==> src/rtl/sdram_mon_pkg.sv <==
package sdram_mon_pkg;
  typedef enum logic [3:0] {
    CMD_DESEL = 4'd0,
    CMD_NOP   = 4'd1,
    CMD_BST   = 4'd2,
    CMD_READ  = 4'd3,
    CMD_WRITE = 4'd4,
    CMD_ACT   = 4'd5,
    CMD_PRE   = 4'd6,
    CMD_PREA  = 4'd7,
    CMD_REF   = 4'd8,
    CMD_MRS   = 4'd9
  } cmd_e;

  typedef enum logic [1:0] {
    ST_IDLE    = 2'd0,
    ST_REFRESH = 2'd1,
    ST_MODESET = 2'd2
  } mon_state_e;

  function automatic logic cmd_is_quiet(cmd_e c);
    return (c == CMD_DESEL) || (c == CMD_NOP);
  endfunction
endpackage

==> src/rtl/sdram_cmd_decode.sv <==
module sdram_cmd_decode
  import sdram_mon_pkg::*;
(
  input  logic cs_ni,
  input  logic ras_ni,
  input  logic cas_ni,
  input  logic we_ni,
  input  logic a10_i,
  output cmd_e cmd_o
);
  always_comb begin
    if (cs_ni) begin
      cmd_o = CMD_DESEL;
    end else begin
      unique case ({ras_ni, cas_ni, we_ni})
        3'b111:  cmd_o = CMD_NOP;
        3'b110:  cmd_o = CMD_BST;
        3'b101:  cmd_o = CMD_READ;
        3'b100:  cmd_o = CMD_WRITE;
        3'b011:  cmd_o = CMD_ACT;
        3'b010:  cmd_o = a10_i ? CMD_PREA : CMD_PRE;
        3'b001:  cmd_o = CMD_REF;
        default: cmd_o = CMD_MRS;
      endcase
    end
  end
endmodule

==> src/rtl/sdram_recovery_timer.sv <==
module sdram_recovery_timer #(
  parameter int CNT_W = 4
) (
  input  logic             clk_i,
  input  logic             rst_ni,
  input  logic             load_i,
  input  logic [CNT_W-1:0] load_val_i,
  output logic             zero_o
);
  logic [CNT_W-1:0] cnt_q;

  always_ff @(posedge clk_i or negedge rst_ni) begin
    if (!rst_ni) begin
      cnt_q <= '0;
    end else if (load_i) begin
      cnt_q <= load_val_i;
    end else if (cnt_q != '0) begin
      cnt_q <= cnt_q - 1'b1;
    end
  end

  assign zero_o = (cnt_q == '0);
endmodule

==> src/rtl/sdram_state_tracker.sv <==
module sdram_state_tracker
  import sdram_mon_pkg::*;
#(
  parameter int               CNT_W    = 4,
  parameter logic [CNT_W-1:0] RFC_LOAD = '0,
  parameter logic [CNT_W-1:0] MRD_LOAD = '0
) (
  input  logic             clk_i,
  input  logic             rst_ni,
  input  logic             chk_en_i,
  input  cmd_e             cmd_i,
  input  logic             banks_idle_i,
  input  logic             timer_zero_i,
  output mon_state_e       state_o,
  output logic             load_o,
  output logic [CNT_W-1:0] load_val_o,
  output logic             illegal_o
);
  mon_state_e state_q, state_d;

  always_comb begin
    state_d    = state_q;
    load_o     = 1'b0;
    load_val_o = RFC_LOAD;
    illegal_o  = 1'b0;
    unique case (state_q)
      ST_IDLE: begin
        if (chk_en_i && (cmd_i == CMD_REF || cmd_i == CMD_MRS)) begin
          if (!banks_idle_i) begin
            illegal_o = 1'b1;
          end else begin
            load_o     = 1'b1;
            state_d    = (cmd_i == CMD_REF) ? ST_REFRESH : ST_MODESET;
            load_val_o = (cmd_i == CMD_REF) ? RFC_LOAD : MRD_LOAD;
          end
        end
      end
      default: begin
        illegal_o = chk_en_i && !cmd_is_quiet(cmd_i);
        if (timer_zero_i) state_d = ST_IDLE;
      end
    endcase
  end

  always_ff @(posedge clk_i or negedge rst_ni) begin
    if (!rst_ni) state_q <= ST_IDLE;
    else         state_q <= state_d;
  end

  assign state_o = state_q;
endmodule

==> src/rtl/sdram_cmd_monitor.sv <==
module sdram_cmd_monitor
  import sdram_mon_pkg::*;
#(
  parameter int T_RFC = 10,
  parameter int T_MRD = 3
) (
  input  logic       clk_i,
  input  logic       rst_ni,
  input  logic       cke_i,
  input  logic       cs_ni,
  input  logic       ras_ni,
  input  logic       cas_ni,
  input  logic       we_ni,
  input  logic       a10_i,
  input  logic       banks_idle_i,
  output logic [3:0] cmd_o,
  output logic [1:0] state_o,
  output logic       illegal_o
);
  localparam int MAX_T = (T_RFC > T_MRD) ? T_RFC : T_MRD;
  localparam int CNT_W = $clog2(MAX_T + 1);
  localparam logic [CNT_W-1:0] RFC_LOAD = CNT_W'(T_RFC - 1);
  localparam logic [CNT_W-1:0] MRD_LOAD = CNT_W'(T_MRD - 1);

  cmd_e             cmd_d, cmd_q;
  mon_state_e       state;
  logic             cke_q, chk_en, illegal_d, illegal_q;
  logic             tmr_load, tmr_zero;
  logic [CNT_W-1:0] tmr_val;

  assign chk_en = cke_i & cke_q;

  sdram_cmd_decode u_dec (
    .cs_ni (cs_ni),
    .ras_ni(ras_ni),
    .cas_ni(cas_ni),
    .we_ni (we_ni),
    .a10_i (a10_i),
    .cmd_o (cmd_d)
  );

  sdram_state_tracker #(
    .CNT_W   (CNT_W),
    .RFC_LOAD(RFC_LOAD),
    .MRD_LOAD(MRD_LOAD)
  ) u_fsm (
    .clk_i       (clk_i),
    .rst_ni      (rst_ni),
    .chk_en_i    (chk_en),
    .cmd_i       (cmd_d),
    .banks_idle_i(banks_idle_i),
    .timer_zero_i(tmr_zero),
    .state_o     (state),
    .load_o      (tmr_load),
    .load_val_o  (tmr_val),
    .illegal_o   (illegal_d)
  );

  sdram_recovery_timer #(.CNT_W(CNT_W)) u_tmr (
    .clk_i     (clk_i),
    .rst_ni    (rst_ni),
    .load_i    (tmr_load),
    .load_val_i(tmr_val),
    .zero_o    (tmr_zero)
  );

  always_ff @(posedge clk_i or negedge rst_ni) begin
    if (!rst_ni) begin
      cke_q     <= 1'b0;
      cmd_q     <= CMD_DESEL;
      illegal_q <= 1'b0;
    end else begin
      cke_q     <= cke_i;
      cmd_q     <= cmd_d;
      illegal_q <= illegal_d;
    end
  end

  assign cmd_o     = cmd_q;
  assign state_o   = state;
  assign illegal_o = illegal_q;
endmodule

==> config.mk <==
export PLATFORM = sky130hd
export DESIGN_NAME = sdram_cmd_monitor
export DESIGN_NICKNAME = d
export VERILOG_FILES = /design/src/rtl/sdram_mon_pkg.sv /design/src/rtl/sdram_cmd_decode.sv /design/src/rtl/sdram_recovery_timer.sv /design/src/rtl/sdram_state_tracker.sv /design/src/rtl/sdram_cmd_monitor.sv
export SDC_FILE = /design/constraint.sdc
export NUM_CORES = 1
export LEC_CHECK = 0
export CAP_MARGIN = 5
export CORE_MARGIN = 2
export CORE_UTILIZATION = 45
export CTS_BUF_LIST = sky130_fd_sc_hd__clkbuf_4 sky130_fd_sc_hd__clkbuf_8
export DETAILED_ROUTE_END_ITERATION = 12
export GPL_TIMING_DRIVEN = 0
export PLACE_DENSITY = 0.85
export SETUP_SLACK_MARGIN = 0.5
export SLEW_MARGIN = 25
export SYNTH_ARGS = -nofsm -noshare
export SYNTH_HDL_FRONTEND = slang
export SYNTH_SLANG_ARGS = --single-unit
==> constraint.sdc <==
create_clock -name clk_i -period 3.4 [get_ports clk_i]
set_input_delay 1.02 -clock clk_i [delete_from_list [all_inputs] [get_ports clk_i]]
set_output_delay 1.02 -clock clk_i [all_outputs]
set_load 0.05 [all_outputs]
# --- After elaboration in Yosys (flattened, before gate mapping) ---
# Index checks and enable logic that the tools add are counted.
classes:
  n_mux: 20
  add_sub_neg: 1
  bitwise: 1
  reduce_logical: 12
  n_eq_ne: 12
ops:
  columns: ["cell", "count"]
  rows:
  - ["$mux 4", 7]
  - ["$pmux 4 s7", 1]
  - ["$eq 3x3->1 const B", 4]
  - ["$mux 2", 5]
  - ["$eq 4x4->1 const B", 2]
  - ["$logic_not 4->1", 2]
  - ["$mux 1", 7]
  - ["$eq 3x2->1 const B", 2]
  - ["$eq 4x1->1 const B", 1]
  - ["$reduce_bool 2->1", 2]
  - ["$reduce_bool 4->1", 1]
  - ["$sub 4x1->4 const B", 1]
  - ["$eq 3x1->1 const B", 1]
  - ["$reduce_and 3->1", 1]
  - ["$logic_and 1x1->1", 2]
  - ["$logic_not 2->1", 1]
  - ["$logic_or 1x1->1", 2]
  - ["$ne 2x1->1 const B", 1]
  - ["$ne 2x2->1 const B", 1]
  - ["$and 1x1->1", 1]
  - ["$logic_not 1->1", 1]
totals:
  out_inout_bits: 7
  word_cells: 51
  inputBits: 9
  regBits: 12

# --- Longest topological paths before layout ---
# Gate-level depths: netlist (run 1).
depth:
  word_depth: 9
  mapped_depth: 6

# --- By module ---
# From an unflattened synthesis (run 1), not the netlist that was laid out.
hier_totals:
  cells_unflattened: 59
  area_unflattened_um2: 618.1
modules_own_cells:
  columns: ["mod", "cells_per_inst", "n_inst", "area_per_inst_um2"]
  rows:
  - ["sdram_recovery_timer", 22, 1, 234.0]
  - ["sdram_cmd_monitor", 7, 1, 156.4]
  - ["sdram_state_tracker", 18, 1, 156.4]
  - ["sdram_cmd_decode", 12, 1, 71.3]

# --- Worst setup path before layout (run 1) ---
# Ideal clock, no wire load.
synth_timing:
  path_type: "input to register"
  start: "in cas_ni"
  end: "reg u_tmr.cnt_q[1]"
  setup_time_ns: 0.125
  t_arrival_ns: 1.801
  cell_stages: 4
  n_path_buf: 1
  required_ns: 3.275
  setup_slack_ns: 1.474
  cell_sequence: "buf_2 nor2_1 nand4_2 mux2_2"
synth_via:
  elab_chain_cells: 9
  word_cells_on_any_way: 21
  cone_classes: "eq/ne (9); mux (9); reduce/logical (3)"
synth_rtl:
  columns: ["item", "line_no", "source"]
  rows:
  - ["start: declaration", "sdram_cmd_monitor.sv:12", "input logic cas_ni,"]
  - ["$eq 3x1->1, or another cell as far along", "sdram_cmd_decode.sv:15", "unique case ({ras_ni, cas_ni, we_ni})"]
  - ["$pmux 4 s7 *", "sdram_cmd_decode.sv:15", null]
  - ["$mux 4 *", "sdram_cmd_decode.sv:12", "if (cs_ni) begin"]
  - ["$eq 4x4->1, on equally long branches", "sdram_state_tracker.sv:28, sdram_state_tracker.sv:34", null]
  - ["$mux 4 / $logic_or 1x1->1 (equally long branches)", "sdram_state_tracker.sv:34, sdram_state_tracker.sv:28", null]
  - ["$mux 4 / $logic_and 1x1->1 (equally long branches)", "sdram_state_tracker.sv:29, sdram_state_tracker.sv:28", null]
  - ["$mux 4 / $mux 1 (equally long branches)", "sdram_state_tracker.sv:28", "if (chk_en_i && (cmd_i == CMD_REF || cmd_i == CMD_MRS)) begin"]
  - ["$mux 4 / $mux 1 (equally long branches)", "sdram_state_tracker.sv:26", "unique case (state_q)"]
  - ["$mux 4 / $reduce_bool 2->1 (equally long branches)", null, null]
  - ["end signal: assignment", "sdram_recovery_timer.sv:16", "cnt_q <= load_val_i;"]
  - ["end signal: assignment", "sdram_recovery_timer.sv:18", "cnt_q <= cnt_q - 1'b1;"]
  - ["end: declaration", "sdram_recovery_timer.sv:10", "logic [CNT_W-1:0] cnt_q;"]
# Mark *: on every way between the ends. The rest lies on a longest branch, timed or not.
# A chain may end at the register's enable or synchronous reset.

# --- Worst setup path in the final report (run 1) ---
layout_timing:
  start: "reg u_fsm.state_q[1], in the netlist u_fsm.state_o[1]"
  end: "out state_o[1]"
layout_rtl:
  columns: ["item", "line_no", "source"]
  rows:
  - ["start: declaration", "sdram_state_tracker.sv:19", "mon_state_e state_q, state_d;"]
  - ["start signal: assignment", "sdram_state_tracker.sv:47", "else state_q <= state_d;"]
  - ["end: declaration", "sdram_cmd_monitor.sv:17", "output logic [1:0] state_o,"]
# No word-level cell between the ends.

==> metrics.cfg, run 1 <==
[logic_synthesis]
synth_edf_count = 0
postSynthNetCount = 66
synth.distinct_cells = 25
synth_top_area_share_pct = 51.2
primary_ff_master_synth = sky130_fd_sc_hd__dfrtp_1
synth.ff_latch_count = 12
synthArstFlopShare_pct = 100
syn-mean-instance-area_sq_um = 10.5
synth_area_leaders = sky130_fd_sc_hd__dfrtp_1 (51%), sky130_fd_sc_hd__mux2i_1 (6.8%), sky130_fd_sc_hd__a21oi_1 (4.3%), sky130_fd_sc_hd__nor2_1 (3.2%), sky130_fd_sc_hd__xnor2_1 (3.0%)
synth_top_area_cell = sky130_fd_sc_hd__dfrtp_1
yosys_warnings = 0
syn-instance-count = 56
syn_area_sq_um = 587
synth.yosys.seq_area_share_pct = 51.2

[route]
route.final.wire_length_mm = 1.09
remaining_drc_errors = 0
drt-pass1-iter-count = 4
post_drt_wl_per_cell_um = 12.3
via_total_after_detailed_routing = 458
detail_route.iter0.violations = 5
post_drt_via_cell_ratio = 5.15
ant_nets = 0

[global_routing]
initial_antenna_violation_count = 0
grt_util_all_layers_pct = 17.9
grt_max_degree = 13
first_global_vias = 408
globalRouteOverflowTotal = 0
grt_pass1_wl_mm = 1.77

[layout]
flow.area_growth_from_synthesis_pct = 33.3
finish.cell_count_without_fillers = 89
drive_gt1_share_pct = 13.5
n_antenna_cell = 0
nNetsFinal = 85
fill_cells = 101

[clocking]
clock_sinks = 12
cts-root-to-sink-buffers = 2
cts_root_buffer = sky130_fd_sc_hd__clkbuf_4
cts.repair_timing.setup_buffer_count = 0
cts-buffers-inserted = 3
cts.repair.resized = 0
cts_tree = done
cts_hold_buf = 0
clock_slew_at_reported_path_ffs_ns = 0.07
clkLatencyLatePin_ns = 0.27
cts.htree.levels = 1

[worst_setup_path]
cp_slowest_stage_delay_ns = 0.81
worstSetupStartpointType = flop
crit_family = buffers and inverters
critical_path.n_buffers_inverters = 1
critical_path.cell_chain = clkdlybuf4s50_1
crit_required_ns = 2.38
worst-setup-path-type = flop to primary output
critPathMaxFanout = 3
cp_data_arrival_time_ns = 1.45
timing.critical_path.slowest_stage_cell = sky130_fd_sc_hd__clkdlybuf4s50_1
endpoint_kind = primary output
regToRegSetupSlack_ns = 1.76

[sta]
layout_setup_ws_ns = 0.932
final_period_minus_worst_setup_slack_ns = 2.47
slew_of_the_pin_with_the_lowest_slew_margin_ns = 0.525
timing.clock.skew_ns = 0.00218
timing_hold_violations_final = 0
max_freq_ghz = 0.405
timing.final.crit_share_pct = 72.6
pins_over_slew_limit = 0
max-slew-margin-rel_pct = 64.9
rsz_0062_raised_after_global_routing = false
setup_viol_count_final = 0
tns_ns = 0

[place]
dp_worst_setup_slack_ns = 0.877
dp_cells = 85
place.gp.congestion = 0.713
dp_hpwl_um = 822
number_of_i_o_port_buffers = 14

[floorplanning]
std_cell_rows = 13
die_area_sq_um = 1610
die_width_um = 40.1
die_height_um = 40.1
floorplan.initialDensity_pct = 46.9
core_area_sq_um = 1250
top_level_port_count = 16

[power]
p_per_area_nw_per_um2 = 646
vdd_drop_max_v = 0.000394
power.static_leakage_nw = 0.362

[flow_run]
max_cap_viol_count = 0

[outcome]
status = finished clean

[min_path]
min_path_type = flop to flop

==> area by class of cell <==
class                           instances  area (sq um)  area share [%]
Multi-Input combinational cell         38           262            33.4
Buffer                                  2          10.0            1.28
Sequential cell                        12           300            38.4
Timing Repair Buffer                   14           140            17.9
Tap cell                               15          18.8            2.40
Clock buffer                            4          36.3            4.64
Inverter                                4          15.0            1.92
==> placed cells by master, fill, tap and decap left out, drive strengths merged, types with 3 or more instances in the layout <==
master,count
a21oi,5
clkbuf,4
clkdlybuf4s50,14
dfrtp,12
inv,4
mux2i,4
nand2,3
nor2,5
==> per-layer routing <==
layer | share of wire, % | global-route usage, % | vias up
met5 | 0 | 0 | -
li1 | - | - | 227
met3 | 4.9 | 3.33 | 4
met4 | 2.5 | 10.3 | 0
met2 | 49 | 29.4 | 16
met1 | 43 | 21.5 | 211
==> kinds of logic (layout without fill, tap and decap cells) <==
| kind of cell | Yosys count | in the layout | synth area share [%] |
|---|---|---|---|
| xor gates and xnor gates | 2 | 2 | 2.99 |
| AOI/OAI and AO/OA | 11 | 11 | 11.9 |
| buffers and inverters | 6 | 24 | 4.26 |
| muxes | 5 | 5 | 8.74 |
| adders and majority gates | 1 | 1 | 2.13 |
| and+or+nand+nor | 19 | 19 | 18.8 |
| DFF | 12 | 12 | 51.2 |
==> Yosys cell counts (2+ instances only) <==
cell type,count
sky130_fd_sc_hd__mux2i_1,4
sky130_fd_sc_hd__inv_1,4
sky130_fd_sc_hd__buf_2,2
sky130_fd_sc_hd__dfrtp_1,12
sky130_fd_sc_hd__nor2_1,5
sky130_fd_sc_hd__nand2b_1,2
sky130_fd_sc_hd__xnor2_1,2
sky130_fd_sc_hd__a21oi_1,5
sky130_fd_sc_hd__nand2_1,3
sky130_fd_sc_hd__nor3_1,2
==> worst reg2reg max path: cells and delay by family, from the launching register on <==
| family | cells | cell delay, ns |
|---|---|---|
| flops | 1 | 0.41 |
| fa+ha+maj | 1 | 0.19 |
| buf+inv | 2 | 0.22 |
| simple gates | 1 | 0.34 |
| mux | 2 | 0.36 |
==> report_power, final <==
group	total [mW]	internal [mW]	leakage, nW	switching [mW]
Clock	0.114	0.0651	0.0210	0.0485
Combinational	0.192	0.0901	0.187	0.102
Sequential	0.199	0.176	0.154	0.0230
Total	0.505	0.331	0.362	0.174
==> state kept, by name (all words and copies together), names as in the netlist <==
signal / count
u_tmr.cnt_q: 4
u_fsm.state_o: 2
cmd_o: 4
illegal_o: 1
cke_q: 1
==> metrics by stage <==
stage | cell area [sq um] | power (mW) | util, % | hold WS, ns
6_report | 782 | 0.505 | 62.4 | 0.519
5_1_grt | 782 | 0.542 | 62.4 | 0.569
4_1_cts | 782 | 0.509 | 62.4 | 0.535
3_5_place_dp | 746 | 0.396 | 59.5 | 0.518
3_3_place_gp | 746 | 0.383 | 59.5 | 0.490
2_1_floorplan | 587 | 0.339 | - | 0.543
==> worst paths after layout <==
| path | startpoint | endpoint | depth (start not counted) |
|---|---|---|---|
| worst max register to register | u_tmr.cnt_q[0] | u_tmr.cnt_q[1] | 6 |
| worst min-delay path | u_fsm.state_o[1] | u_fsm.state_o[1] | 2 |
| min in group asynchronous | rst_ni | cmd_o[0] | 1 |
| max in group asynchronous | rst_ni | cke_q | 1 |
| worst min register to register | u_fsm.state_o[1] | u_fsm.state_o[1] | 2 |
| worst max-delay path | u_fsm.state_o[1] | state_o[1] | 1 |
No activity file was read; power rests on OpenSTA's default activity.
==> inputs of run 2 (changes only) <==
Clock period 3.4 ns to 2.4 ns, I/O delays scaled along.
==> run 2 against run 1 <==
Design area fell by 1.3%. Critical path type unchanged. Sequential power up 42%. Sequential share of layout area grew 0.50 points. Largest cell class unchanged. Global-route usage is the same. Combinational power is 38% higher. Hold slack better by 0.0031 ns. Wire length about the same. Non-clock buffer count is the same. Highest routed layer unchanged. Total power increased by 40%. Cell count stayed put.
==> metrics.cfg, run 2 (synthesis results as in run 1) <==
[worst_setup_path]
worstSetupStartpointType = flop
crit_family = buffers and inverters
cp_data_arrival_time_ns = 1.14  ; -0.31 ns
endpoint_kind = primary output
critical_path.n_buffers_inverters = 1  ; unchanged
endpoint = state_o[0]
worst_setup_path_startpoint = u_fsm.state_o[0]
timing.critical_path.slowest_stage_cell = sky130_fd_sc_hd__clkdlybuf4s15_1
worst-setup-path-type = flop to primary output
regToRegSetupSlack_ns = 0.76  ; -1.00 ns
critical_path.cell_chain = clkdlybuf4s15_1
rr_worst_depth = 6  ; unchanged
cp_slowest_stage_delay_ns = 0.50  ; -0.31 ns
reg2reg_to = u_tmr.cnt_q[1]
cp.depth = 1  ; unchanged
crit_required_ns = 1.68  ; -0.70 ns
regToRegStartpoint = u_tmr.cnt_q[0]
critPathMaxFanout = 3  ; unchanged

[layout]
nNetsFinal = 85  ; unchanged
layout.cells.most_common_list = sky130_fd_sc_hd__dfrtp_1 (12), sky130_fd_sc_hd__clkdlybuf4s50_1 (6), sky130_fd_sc_hd__dlygate4sd2_1 (6), sky130_fd_sc_hd__a21oi_1 (5)
flow.area_growth_from_synthesis_pct = 31.6
n_antenna_cell = 0  ; unchanged
most_common_library_cell_in_the_layout_ignoring_fill_and_taps = sky130_fd_sc_hd__dfrtp_1
finish.cell_count_without_fillers = 89  ; unchanged
stdcell_area_sq_um = 772  ; -1.3%
drive_gt1_share_pct = 16.2  ; +2.7 points

[floorplanning]
die_area_sq_um = 1610  ; unchanged
floorplan.initialDensity_pct = 46.9  ; unchanged
die_width_um = 40.1  ; unchanged
core_area_sq_um = 1250  ; unchanged
std_cell_rows = 13  ; unchanged
top_level_port_count = 16  ; unchanged
die_height_um = 40.1  ; unchanged

[clocking]
cts.repair_timing.setup_buffer_count = 0  ; unchanged
cts_root_buffer = sky130_fd_sc_hd__clkbuf_4
cts-root-to-sink-buffers = 2  ; unchanged
cts_hold_buf = 0  ; unchanged
clock_sinks = 12  ; unchanged
cts.htree.levels = 1  ; unchanged
clock_slew_at_reported_path_ffs_ns = 0.07  ; about the same
cts_tree = done
clkLatencyLatePin_ns = 0.27  ; about the same
cts-buffers-inserted = 3  ; unchanged

[power]
vdd_drop_max_v = 0.000555  ; +41%
p_per_area_nw_per_um2 = 914  ; +41%
totalPowerFinal_uw = 705  ; +40%
power.static_leakage_nw = 0.384  ; +6.1%

[route]
post_drt_wl_per_cell_um = 12.3  ; about the same
detail_route.iter0.violations = 6  ; +1
remaining_drc_errors = 0  ; unchanged
post_drt_via_cell_ratio = 5.06  ; -1.7%
ant_nets = 0  ; unchanged
via_total_after_detailed_routing = 450  ; -1.7%
drt-pass1-iter-count = 4  ; unchanged
route.final.wire_length_mm = 1.09  ; about the same

[sta]
setup_viol_count_final = 0  ; unchanged
timing.clock.skew_ns = 0.00274  ; +0.000564 ns
pins_over_slew_limit = 0  ; unchanged
layout_setup_ws_ns = 0.543  ; -0.390 ns
max-slew-margin-rel_pct = 64.8  ; -0.075 points
final_period_minus_worst_setup_slack_ns = 1.86
tns_ns = 0  ; unchanged
timing.final.crit_share_pct = 77.4
timing_hold_violations_final = 0  ; unchanged
max_freq_ghz = 0.538
rsz_0062_raised_after_global_routing = true
slew_of_the_pin_with_the_lowest_slew_margin_ns = 0.527  ; +0.00113 ns

[outcome]
status = finished clean

[global_routing]
grt_pass1_wl_mm = 1.77  ; unchanged
initial_antenna_violation_count = 0  ; unchanged
grt_max_degree = 13  ; unchanged
grt_util_all_layers_pct = 17.9  ; unchanged
first_global_vias = 408  ; unchanged
globalRouteOverflowTotal = 0  ; unchanged

[place]
dp_cells = 85  ; unchanged
place.gp.congestion = 0.713  ; unchanged
dp_worst_setup_slack_ns = 0.177  ; -0.700 ns
dpl_cell_area_sq_um = 746  ; unchanged
number_of_i_o_port_buffers = 14  ; unchanged
dp_hpwl_um = 822  ; unchanged

[flow_run]
max_cap_viol_count = 0  ; unchanged

[min_path]
min_path_type = flop to flop

-- run 2: layout make-up --
class	instances	area [sq um]
Clock buffer	4	36.3
Tap cell	15	18.8
Timing Repair Buffer	14	128
Buffer	2	10.0
Fill cell	103	480
Inverter	4	15.0
Sequential cell	12	300
Multi-Input combinational cell	38	264
-- run 2: how the worst min path moves through the flow --
stage | startpoint | end | slack (ns) | depth (start not counted)
2_1_floorplan | rst_ni | cke_q | 0.42 | 0
3_3_place_gp | u_fsm.state_o[0] | u_fsm.state_o[0] | 0.49 | 2
3_5_place_dp | u_fsm.state_o[1] | u_fsm.state_o[1] | 0.52 | 2
4_1_cts | u_fsm.state_o[1] | u_fsm.state_o[1] | 0.53 | 2
5_1_grt | u_fsm.state_o[1] | u_fsm.state_o[1] | 0.57 | 2
6_report | u_fsm.state_o[1] | u_fsm.state_o[1] | 0.52 | 2
-- run 2: repair_timing --
action                     in CTS  in global routing
pin swaps                       0                  1
gates resized for setup         8                  4
setup endpoints to repair       8                  3
-- run 2: through the flow --
step	hold WS [ns]	util (%)
after floorplan	0.424	-
after CTS	0.531	61.6
after global routing	0.569	61.6
after global placement	0.490	59.5
after detailed placement	0.518	59.5
final	0.522	61.6
-- run 2: where the power goes --
group	switching, mW	internal (mW)	leakage (nW)
Combinational	0.146	0.119	0.209
Clock	0.0664	0.0920	0.0210
Sequential	0.0330	0.250	0.154
-- run 2: per-layer routing --
layer	vias to the layer above	wire (um)	track usage, %	part of all wire (%)
li1	228	-	-	-
met1	212	504	21.5	46
met2	8	532	29.4	49
met3	2	42	3.33	3.8
met4	0	12	10.3	1.1
met5	-	0	0	0
==> inputs of run 3 (changes only) <==
Settings changed: CORE_UTILIZATION 45 to 43.
Clock period 2.4 ns to 1.6 ns, I/O delays scaled along.
==> run 3 against run 2 <==
Sequential power is 53% higher. Clock power up 33%. Combinational power grew to 2.6 times the previous value. Global-route usage shrank 0.18 points. Cell count is 10% higher. Wire length increased by 20%. Flip-flop and latch count did not move. Worst setup slack lost 0.51 ns.
==> metrics.cfg, run 3 (synthesis results as in run 1) <==
[place]
dp_hpwl_um = 817  ; -0.62%
number_of_i_o_port_buffers = 14  ; unchanged
dp_worst_setup_slack_ns = -0.343  ; -0.520 ns
dp_cells = 85  ; unchanged
place.gp.congestion = 0.729  ; +2.3%

[floorplanning]
floorplan.initialDensity_pct = 45.7  ; -1.2 points
die_width_um = 40.9  ; +2.1%
die_height_um = 40.9  ; +2.1%
top_level_port_count = 16  ; unchanged
core_area_sq_um = 1280  ; +2.6%
die_area_sq_um = 1680  ; +4.2%
std_cell_rows = 13  ; unchanged

[power]
totalPowerFinal_mw = 1.33  ; +88%
power.static_leakage_nw = 0.444  ; +16%
p_per_area_nw_per_um2 = 1430  ; +56%
vdd_drop_max_v = 0.000989  ; +78%

[sta]
timing.clock.skew_ns = 0.00752  ; +0.00477 ns
pins_over_slew_limit = 0  ; unchanged
max-slew-margin-rel_pct = 64.1  ; -0.69 points
timing_hold_violations_final = 0  ; unchanged
slew_of_the_pin_with_the_lowest_slew_margin_ns = 0.537  ; +0.0104 ns
max_freq_ghz = 0.636
final_period_minus_worst_setup_slack_ns = 1.57
rsz_0062_raised_after_global_routing = true
layout_setup_ws_ns = 0.0281  ; -0.515 ns
timing.final.crit_share_pct = 98.2
setup_viol_count_final = 0  ; unchanged
tns_ns = 0  ; unchanged

[layout]
nNetsFinal = 94  ; +11%
finish.cell_count_without_fillers = 98  ; +10%
most_common_library_cell_in_the_layout_ignoring_fill_and_taps = sky130_fd_sc_hd__dfrtp_1
fin_util_pct = 72.5  ; +11 points
flow.area_growth_from_synthesis_pct = 58.8
n_antenna_cell = 0  ; unchanged
drive_gt1_share_pct = 53.0  ; +37 points
layout.cells.most_common_list = sky130_fd_sc_hd__dfrtp_1 (10), sky130_fd_sc_hd__buf_6 (8), sky130_fd_sc_hd__buf_4 (7)

[worst_setup_path]
endpoint_kind = flop
critical_path.cell_chain = inv_2 > ha_4 > or3b_1 > buf_6 > mux2i_1 > mux2_2
worst_setup_path_startpoint = u_tmr.cnt_q[0]
regToRegStartpoint = u_tmr.cnt_q[0]
timing.critical_path.slowest_stage_cell = sky130_fd_sc_hd__dfrtp_1
cp_slowest_stage_delay_ns = 0.40  ; -0.10 ns
cp_data_arrival_time_ns = 1.73  ; +0.59 ns
worst-setup-path-type = flop to flop
critPathMaxFanout = 2  ; -1
crit_required_ns = 1.76  ; +0.08 ns
worstSetupStartpointType = flop

[route]
route.final.wire_length_mm = 1.31  ; +20%
drt-pass1-iter-count = 4  ; unchanged
ant_nets = 0  ; unchanged
remaining_drc_errors = 0  ; unchanged
post_drt_wl_per_cell_um = 13.3  ; +8.6%
detail_route.iter0.violations = 4  ; -2
via_total_after_detailed_routing = 511  ; +14%
post_drt_via_cell_ratio = 5.21  ; +3.1%

[outcome]
status = finished clean

[clocking]
clkLatencyLatePin_ns = 0.27  ; about the same
cts_tree = done
cts.htree.levels = 1  ; unchanged
cts_root_buffer = sky130_fd_sc_hd__clkbuf_4
cts-buffers-inserted = 3  ; unchanged
clock_sinks = 12  ; unchanged
cts-root-to-sink-buffers = 2  ; unchanged
clock_slew_at_reported_path_ffs_ns = 0.08  ; about the same

[global_routing]
globalRouteOverflowTotal = 0  ; unchanged
initial_antenna_violation_count = 0  ; unchanged
first_global_vias = 456  ; +12%
grt_util_all_layers_pct = 17.7  ; -0.18 points
grt_pass1_wl_mm = 1.86  ; +4.7%
grt_max_degree = 13  ; unchanged

[min_path]
min_path_type = input pin to flop
min-delay-start = cke_i

[flow_run]
max_cap_viol_count = 0  ; unchanged

==> run 3: per-stage QoR <==
step                hold slack [ns]  instance area (sq um)
global placement              0.521                    782
CTS                           0.426                    895
global route                  0.336                    932
floorplan                     0.184                    623
detailed placement            0.529                    782
finish                        0.337                    932
==> run 3: critical path, delay by kind of cell (launching register included) <==
kind,cells,cell delay [ns]
mux,2,0.35
fa+ha+maj,1,0.13
flops,1,0.40
simple gates,1,0.36
buf+inv,2,0.22
==> run 3: worst paths after layout <==
path	slack, ns	cells after the start	endpoint
min reg2reg	0.57	2	u_fsm.state_o[1]
max reg2reg	0.03	6	u_tmr.cnt_q[1]
min	0.34	1	cke_q
min in group asynchronous	0.56	1	u_tmr.cnt_q[3]
max	0.03	6	u_tmr.cnt_q[1]
max in group asynchronous	0.66	1	u_fsm.state_o[0]
==> run 3: report_power, final <==
part           switching, mW  leakage [nW]  internal, mW
logic                  0.312         0.275         0.372
registers             0.0573         0.151         0.377
clock network         0.0965        0.0184         0.113
==> run 3: final cells by class <==
cell class,instances,area (sq um)
clock buffers,4,30.0
plain buffers,2,22.5
fillers,85,353
inverters,4,15.0
flip-flops and latches,12,303
multi-input cells,38,324
repair buffers,23,219
well taps,15,18.8
==> run 3: timing repair <==
item                                    4_1_cts  5_1_grt
buffers inserted                              6        3
resized for setup                            67       14
hold buffers                                  0        0
endpoints found under the setup margin       17       15
pin swaps                                     5        2
cloned                                        0        0
==> run 3: metal layers <==
metal / vias up / global-route usage (%) / share of wire, %
li1: 248 / - / -
met1: 246 / 20.2 / 44
met2: 13 / 29.3 / 51
met3: 4 / 3.26 / 2.7
met4: 0 / 12.5 / 1.5
met5: - / 0 / 0
